### config.mk
export PLATFORM = sky130hd
export DESIGN_NAME = burst_order_seq
export DESIGN_NICKNAME = d
export VERILOG_FILES = /design/src/rtl/bos_pkg.sv /design/src/rtl/bos_ctx.sv /design/src/rtl/bos_pos.sv /design/src/rtl/bos_map.sv /design/src/rtl/burst_order_seq.sv
export SDC_FILE = /design/constraint.sdc
export NUM_CORES = 1
export LEC_CHECK = 0
export CAP_MARGIN = 30
export CELL_PAD_IN_SITES_DETAIL_PLACEMENT = 0
export CELL_PAD_IN_SITES_GLOBAL_PLACEMENT = 1
export CORE_ASPECT_RATIO = 0.9
export CORE_UTILIZATION = 40
export CTS_BUF_LIST = sky130_fd_sc_hd__clkbuf_16
export DETAILED_ROUTE_END_ITERATION = 6
export DONT_BUFFER_PORTS = 1
export GPL_TIMING_DRIVEN = 0
export PLACE_DENSITY_LB_ADDON = 0.12
export SYNTH_ARGS = -nofsm -noshare
export SYNTH_HDL_FRONTEND = slang
export SYNTH_HIERARCHICAL = 1
export SYNTH_SLANG_ARGS = --single-unit
### constraint.sdc
create_clock -name clk -period 2.4 [get_ports clk]
set_input_delay 0 -clock clk [delete_from_list [all_inputs] [get_ports clk]]
set_output_delay 0 -clock clk [all_outputs]
set_load 0.01 [all_outputs]
### src/rtl/bos_pkg.sv
package bos_pkg;
    localparam int BEATS = 8;
    localparam int HALF  = BEATS / 2;
    localparam int IDX_W = $clog2(BEATS);
    localparam int EARLY_GAP = 2;

    typedef enum logic [1:0] {
        LEN_FULL = 2'd0,
        LEN_OTF  = 2'd1,
        LEN_CHOP = 2'd2,
        LEN_RSV  = 2'd3
    } len_mode_e;

    typedef enum logic [1:0] {
        KIND_DATA = 2'd0,
        KIND_HIZ  = 2'd1,
        KIND_DC   = 2'd2
    } beat_kind_e;

    typedef struct packed {
        logic             wr;
        logic             ilv;
        logic             chop;
        logic             fixed_chop;
        logic [IDX_W-1:0] start;
    } burst_ctx_t;

    function automatic logic resolve_chop(len_mode_e m, logic chop_n);
        case (m)
            LEN_CHOP: return 1'b1;
            LEN_OTF:  return ~chop_n;
            default:  return 1'b0;
        endcase
    endfunction

    function automatic logic [IDX_W-1:0] order_index(burst_ctx_t c, logic [IDX_W-1:0] pos);
        logic [IDX_W-1:0] r;
        if (c.wr) begin
            r = c.chop ? {c.start[IDX_W-1], pos[IDX_W-2:0]} : pos;
        end else if (c.ilv) begin
            r = c.start ^ pos;
        end else begin
            r = {c.start[IDX_W-1] ^ pos[IDX_W-1],
                 c.start[IDX_W-2:0] + pos[IDX_W-2:0]};
        end
        return r;
    endfunction
endpackage

### src/rtl/bos_ctx.sv
module bos_ctx
    import bos_pkg::*;
(
    input  logic             clk,
    input  logic             rst,
    input  logic             load,
    input  logic             wr,
    input  logic             ilv,
    input  logic [IDX_W-1:0] start,
    input  logic [1:0]       len,
    input  logic             chop_n,
    output burst_ctx_t       ctx
);
    len_mode_e mode;
    assign mode = len_mode_e'(len);

    always_ff @(posedge clk) begin
        if (rst) begin
            ctx <= '0;
        end else if (load) begin
            ctx.wr         <= wr;
            ctx.ilv        <= ilv;
            ctx.chop       <= resolve_chop(mode, chop_n);
            ctx.fixed_chop <= (mode == LEN_CHOP);
            ctx.start      <= start;
        end
    end
endmodule

### src/rtl/bos_pos.sv
module bos_pos
    import bos_pkg::*;
(
    input  logic             clk,
    input  logic             rst,
    input  logic             load,
    output logic             active,
    output logic [IDX_W-1:0] pos,
    output logic             last
);
    assign last = active && (pos == IDX_W'(BEATS - 1));

    always_ff @(posedge clk) begin
        if (rst) begin
            active <= 1'b0;
            pos    <= '0;
        end else if (load) begin
            active <= 1'b1;
            pos    <= '0;
        end else if (last) begin
            active <= 1'b0;
            pos    <= '0;
        end else if (active) begin
            pos <= pos + 1'b1;
        end
    end
endmodule

### src/rtl/bos_map.sv
module bos_map
    import bos_pkg::*;
(
    input  burst_ctx_t       ctx,
    input  logic             active,
    input  logic [IDX_W-1:0] pos,
    output logic [IDX_W-1:0] idx,
    output beat_kind_e       kind,
    output logic             wr_pulse
);
    logic             tail;
    logic [IDX_W-1:0] start_pos;

    assign tail      = ctx.chop && (pos >= IDX_W'(HALF));
    assign start_pos = ctx.fixed_chop ? IDX_W'(BEATS - 1 - EARLY_GAP) : IDX_W'(BEATS - 1);

    always_comb begin
        idx  = '0;
        kind = KIND_DATA;
        if (active) begin
            if (tail) begin
                kind = ctx.wr ? KIND_DC : KIND_HIZ;
            end else begin
                idx = order_index(ctx, pos);
            end
        end
    end

    assign wr_pulse = active && ctx.wr && (pos == start_pos);
endmodule

### src/rtl/burst_order_seq.sv
module burst_order_seq
    import bos_pkg::*;
(
    input  logic       clk,
    input  logic       rst,
    input  logic       cmd_valid,
    input  logic       cmd_write,
    input  logic       cmd_interleave,
    input  logic [2:0] cmd_start,
    input  logic [1:0] cmd_len,
    input  logic       cmd_chop_n,
    output logic       cmd_ready,
    output logic       beat_valid,
    output logic [2:0] beat_idx,
    output logic [1:0] beat_kind,
    output logic       beat_last,
    output logic       wr_start
);
    logic             accept;
    logic             active;
    logic             last;
    logic [IDX_W-1:0] pos;
    burst_ctx_t       ctx;
    beat_kind_e       kind;

    assign cmd_ready = !active || last;
    assign accept    = cmd_valid && cmd_ready;

    bos_ctx u_ctx (
        .clk    (clk),
        .rst    (rst),
        .load   (accept),
        .wr     (cmd_write),
        .ilv    (cmd_interleave),
        .start  (cmd_start),
        .len    (cmd_len),
        .chop_n (cmd_chop_n),
        .ctx    (ctx)
    );

    bos_pos u_pos (
        .clk    (clk),
        .rst    (rst),
        .load   (accept),
        .active (active),
        .pos    (pos),
        .last   (last)
    );

    bos_map u_map (
        .ctx      (ctx),
        .active   (active),
        .pos      (pos),
        .idx      (beat_idx),
        .kind     (kind),
        .wr_pulse (wr_start)
    );

    assign beat_valid = active;
    assign beat_last  = last;
    assign beat_kind  = kind;
endmodule

==> summary.txt <==
Run status
  • Status: completed

Worst setup path
  • Worst Setup SP: u_pos/pos[0]$_SDFFE_PP0P_
  • Critical Path End Type: flip-flop
  • Worst setup endpoint: u_ctx/ctx[4]$_SDFFE_PP0P_
  • Data arrival time of the worst path: 2.06 ns
  • Worst setup path class: flip-flop to flip-flop
  • R2R Path Start: u_pos/pos[0]$_SDFFE_PP0P_
  • Critical R2R Capture: u_ctx/ctx[4]$_SDFFE_PP0P_
  • Critical Path Fanout Max: 8
  • Worst reg-to-reg path cell count: 9
  • Reg2reg setup slack: 0.44 ns
  • Critical Path RT: roughly 2.5 ns
  • CP Launch Type: flip-flop

Synthesis
  • Count leader, synth: dfxtp_1
  • Mapped Nets: a little over 90
  • Top-area cell type share of the netlist area: roughly 33%
  • Post-synthesis adder-cell area fraction: 9.276%
  • Synth cell types: 26
  • Synth Area in Simple Gates: 27.09%
  • Synthesized area: 674.4 µm²
  • Synth area leaders: dfxtp_1 (33%), mux2i_1 (13%), ha_1 (9.3%), nor2_1 (5.6%), nand2b_1 (4.6%)
  • Synthesis Warnings: 6
  • Synth Area in XOR/XNOR: approximately 1.3%
  • Commonest cells in the netlist: dfxtp_1 (11), nor2_1 (10), mux2i_1 (9), inv_1 (6)
  • Async SR Flop Fraction: 0%
  • Top_reg_cell synth: dfxtp_1
  • Mux share of post-synthesis cell area: a little over an eighth
  • Post-synth EDFFs: 0
  • Largest family of logic cells by synthesized area: simple AND/OR/NAND/NOR gates
  • Compound-cell area share of the yosys netlist: approximately 9.6%
  • FF+latch count, synth: 11
  • Mean Syn Cell Area: approximately 9 µm²
  • Syn Inst Count: 75
  • Sequential area share after synthesis: between 30% and 40%
  • Synth area leader: dfxtp_1

Pwr
  • Net Sw Power: about 0.12 mW
  • Combinational share of power: a little under an eighth
  • Sw frac: a little over a fifth
  • Max VDD drop: 0.0003405 V
  • Internal Power: 0.4490 mW
  • Reg power frac: 36.1%
  • Pleak: between 0.3 and 0.4 nW
  • Clk pwr share: between 50 and 60%
  • Power Dens Cells: between 600 and 700 nW/µm²

Hold path
  • Worst hold path class: primary input to flip-flop

Floorplan
  • Chip width: 45.28 µm
  • Core Box Area: 1513 µm²
  • Chip height: just over 40 µm
  • IO Pins: 20
  • Num rows: 13
  • Initial core utilization: 44.58%
  • Die ar.: 1854 µm²

Global routing
  • GR Overflow Total: 0
  • Largest net degree at the start of global routing: 15
  • Gr usage total: between 15 and 20%
  • Vias in the first global route: 470
  • Initial antenna violation count: 0
  • Wire length of the first global-routing pass: about 1900 µm

Clock network
  • H-tree levels: 1
  • Bufs on Longest Clock Path: 2
  • Root buffer cell: clkbuf_16
  • Cts bufs inserted: 3
  • Clock tree sinks: 11
  • Post-CTS sizing: 0
  • Worst skew pair latency: roughly 0.23 ns
  • Worst-path clk slew: 0.04 ns
  • CTS tree: done

Timing
  • Fin crit share: approximately four fifths
  • Setup Viol. Count Final: 0
  • Slew margin rel.: between 60% and 70%
  • Hold WS: 0.03629 ns
  • Clk_skew: ~0.0037 ns
  • Slew @ Worst Pin: 0.5031 ns
  • F_max: approximately 0.51 GHz
  • Final Hold Viols: 0
  • TNS Setup: 0 ns
  • Fin. max-slew vios: 0
  • RSZ-0062 raised after global routing: no
  • Final Worst Setup Slack: between 0.4 and 0.5 ns
  • Post-layout min period: between 1.5 and 2 ns

Job
  • Max Cap Viol: 0

Placed design
  • Port buffer count: 0
  • Pre-CTS setup slack: about 0.47 ns
  • Detail Placement HPWL: approximately 900 µm
  • Post-placement cell count: 97
  • Placer Congestion: between 0.6 and 0.7

Routing
  • Routed vias: roughly 520
  • DRT iter0 DRCs: 9
  • DRC: 0
  • First drt pass iteration count: 3
  • Post-Route WL: between 1000 and 1500 µm
  • Routed Antenna Nets: 0
  • Via/cell ratio: 4.897
  • Drt wl/cell: about 12 µm

Finish
  • Finished Layout Cells: approximately 110
  • Fillers: approximately 160
  • Layout Nets: 102
  • Antenna Cells: 0
  • Share of cells above drive strength 1: a little over a tenth
  • Synth-to-Final Area Change: 24.68%
layout make-up:
class,instances,area (µm²),area share [%]
Timing Repair Buffer,6,60.06,7.143
Multi-Input combinational cell,56,409.1,48.66
Sequential cell,11,220.2,26.19
Inverter,6,22.52,2.679
Buffer,2,22.52,2.679
Clock inverter,1,3.754,0.4464
Clock buffer,3,75.07,8.929
Tap cell,22,27.53,3.274
worst max-delay path: stages, from the launching register on:
cell      delay [ns]
dfxtp_1         0.36
ha_1            0.22
ha_1            0.23
and2_1          0.22
nand2b_4        0.17
and2_4          0.18
buf_6           0.14
and2b_1         0.15
o21ai_1         0.09
a21oi_2         0.07
worst min path at each step:
stage	startpoint	to	slack, ns	depth (start not counted)
floorplan	rst	u_ctx/ctx[4]$_SDFFE_PP0P_	0.06	1
global placement	rst	u_ctx/ctx[4]$_SDFFE_PP0P_	0.06	1
detailed placement	rst	u_ctx/ctx[4]$_SDFFE_PP0P_	0.07	1
CTS	cmd_valid	u_pos/active$_SDFFE_PP0P_	0.04	3
global route	cmd_valid	u_pos/active$_SDFFE_PP0P_	0.05	3
finish	cmd_valid	u_pos/active$_SDFFE_PP0P_	0.04	3
layer usage:
layer	up-vias	track usage, %	wire, µm
met5	-	0	0
met4	0	9.091	14
met3	2	6.167	84
met2	17	26.09	558
met1	232	17.37	603
li1	273	-	-
layout by cell type, fill, tap and decap left out:
master,instances
dfxtp_1,11
a21oi_2,1
nand2b_1,5
nor2_1,10
nand2b_4,1
and2b_1,1
a21oi_1,4
o211ai_1,1
ha_1,5
xnor2_1,1
clkbuf_16,3
or3b_1,1
dlygate4sd3_1,6
nand2_1,1
inv_1,7
nor2b_1,4
o21ai_1,1
nand3_1,1
nand3b_1,2
and2_1,1
and2_4,1
buf_6,2
a211o_1,1
nand4_1,1
or2b_1,1
mux2i_1,9
a21boi_1,2
or2_2,1
metrics by stage:
stage	cell area, µm²	total power, mW	utilization (%)
after floorplan	674.4	0.2557	-
after global placement	701.9	0.2644	46.40
after detailed placement	701.9	0.2652	46.40
after CTS	840.8	0.5722	55.58
after global routing	840.8	0.5924	55.58
final	840.8	0.5679	55.58
kinds of logic (layout without fill, tap and decap cells):
family	Yosys count	after routing
buffers and inverters	8	18
AOI/OAI and AO/OA	10	10
muxes	9	9
xor gates and xnor gates	1	1
DFF	11	11
adders and majority gates	5	5
and+or+nand+nor	31	31
power groups by stage:
stage | clock (mW) | combinational, mW | sequential, mW
6_report | 0.296 | 0.0668 | 0.205
5_1_grt | 0.311 | 0.0751 | 0.207
4_1_cts | 0.300 | 0.0677 | 0.205
3_5_place_dp | 0 | 0.0572 | 0.208
3_3_place_gp | 0 | 0.0564 | 0.208
2_1_floorplan | 0 | 0.0504 | 0.205
state kept, by name (all words and copies together), names as in the netlist:
name / count
u_pos/pos: 3
u_pos/active: 1
u_ctx/ctx: 7
timing repair:
item                      CTS  global route
hold endpoints to repair   11             0
buffers inserted            0             0
hold buffers                6             0
Power figures use the tool's default switching activity.
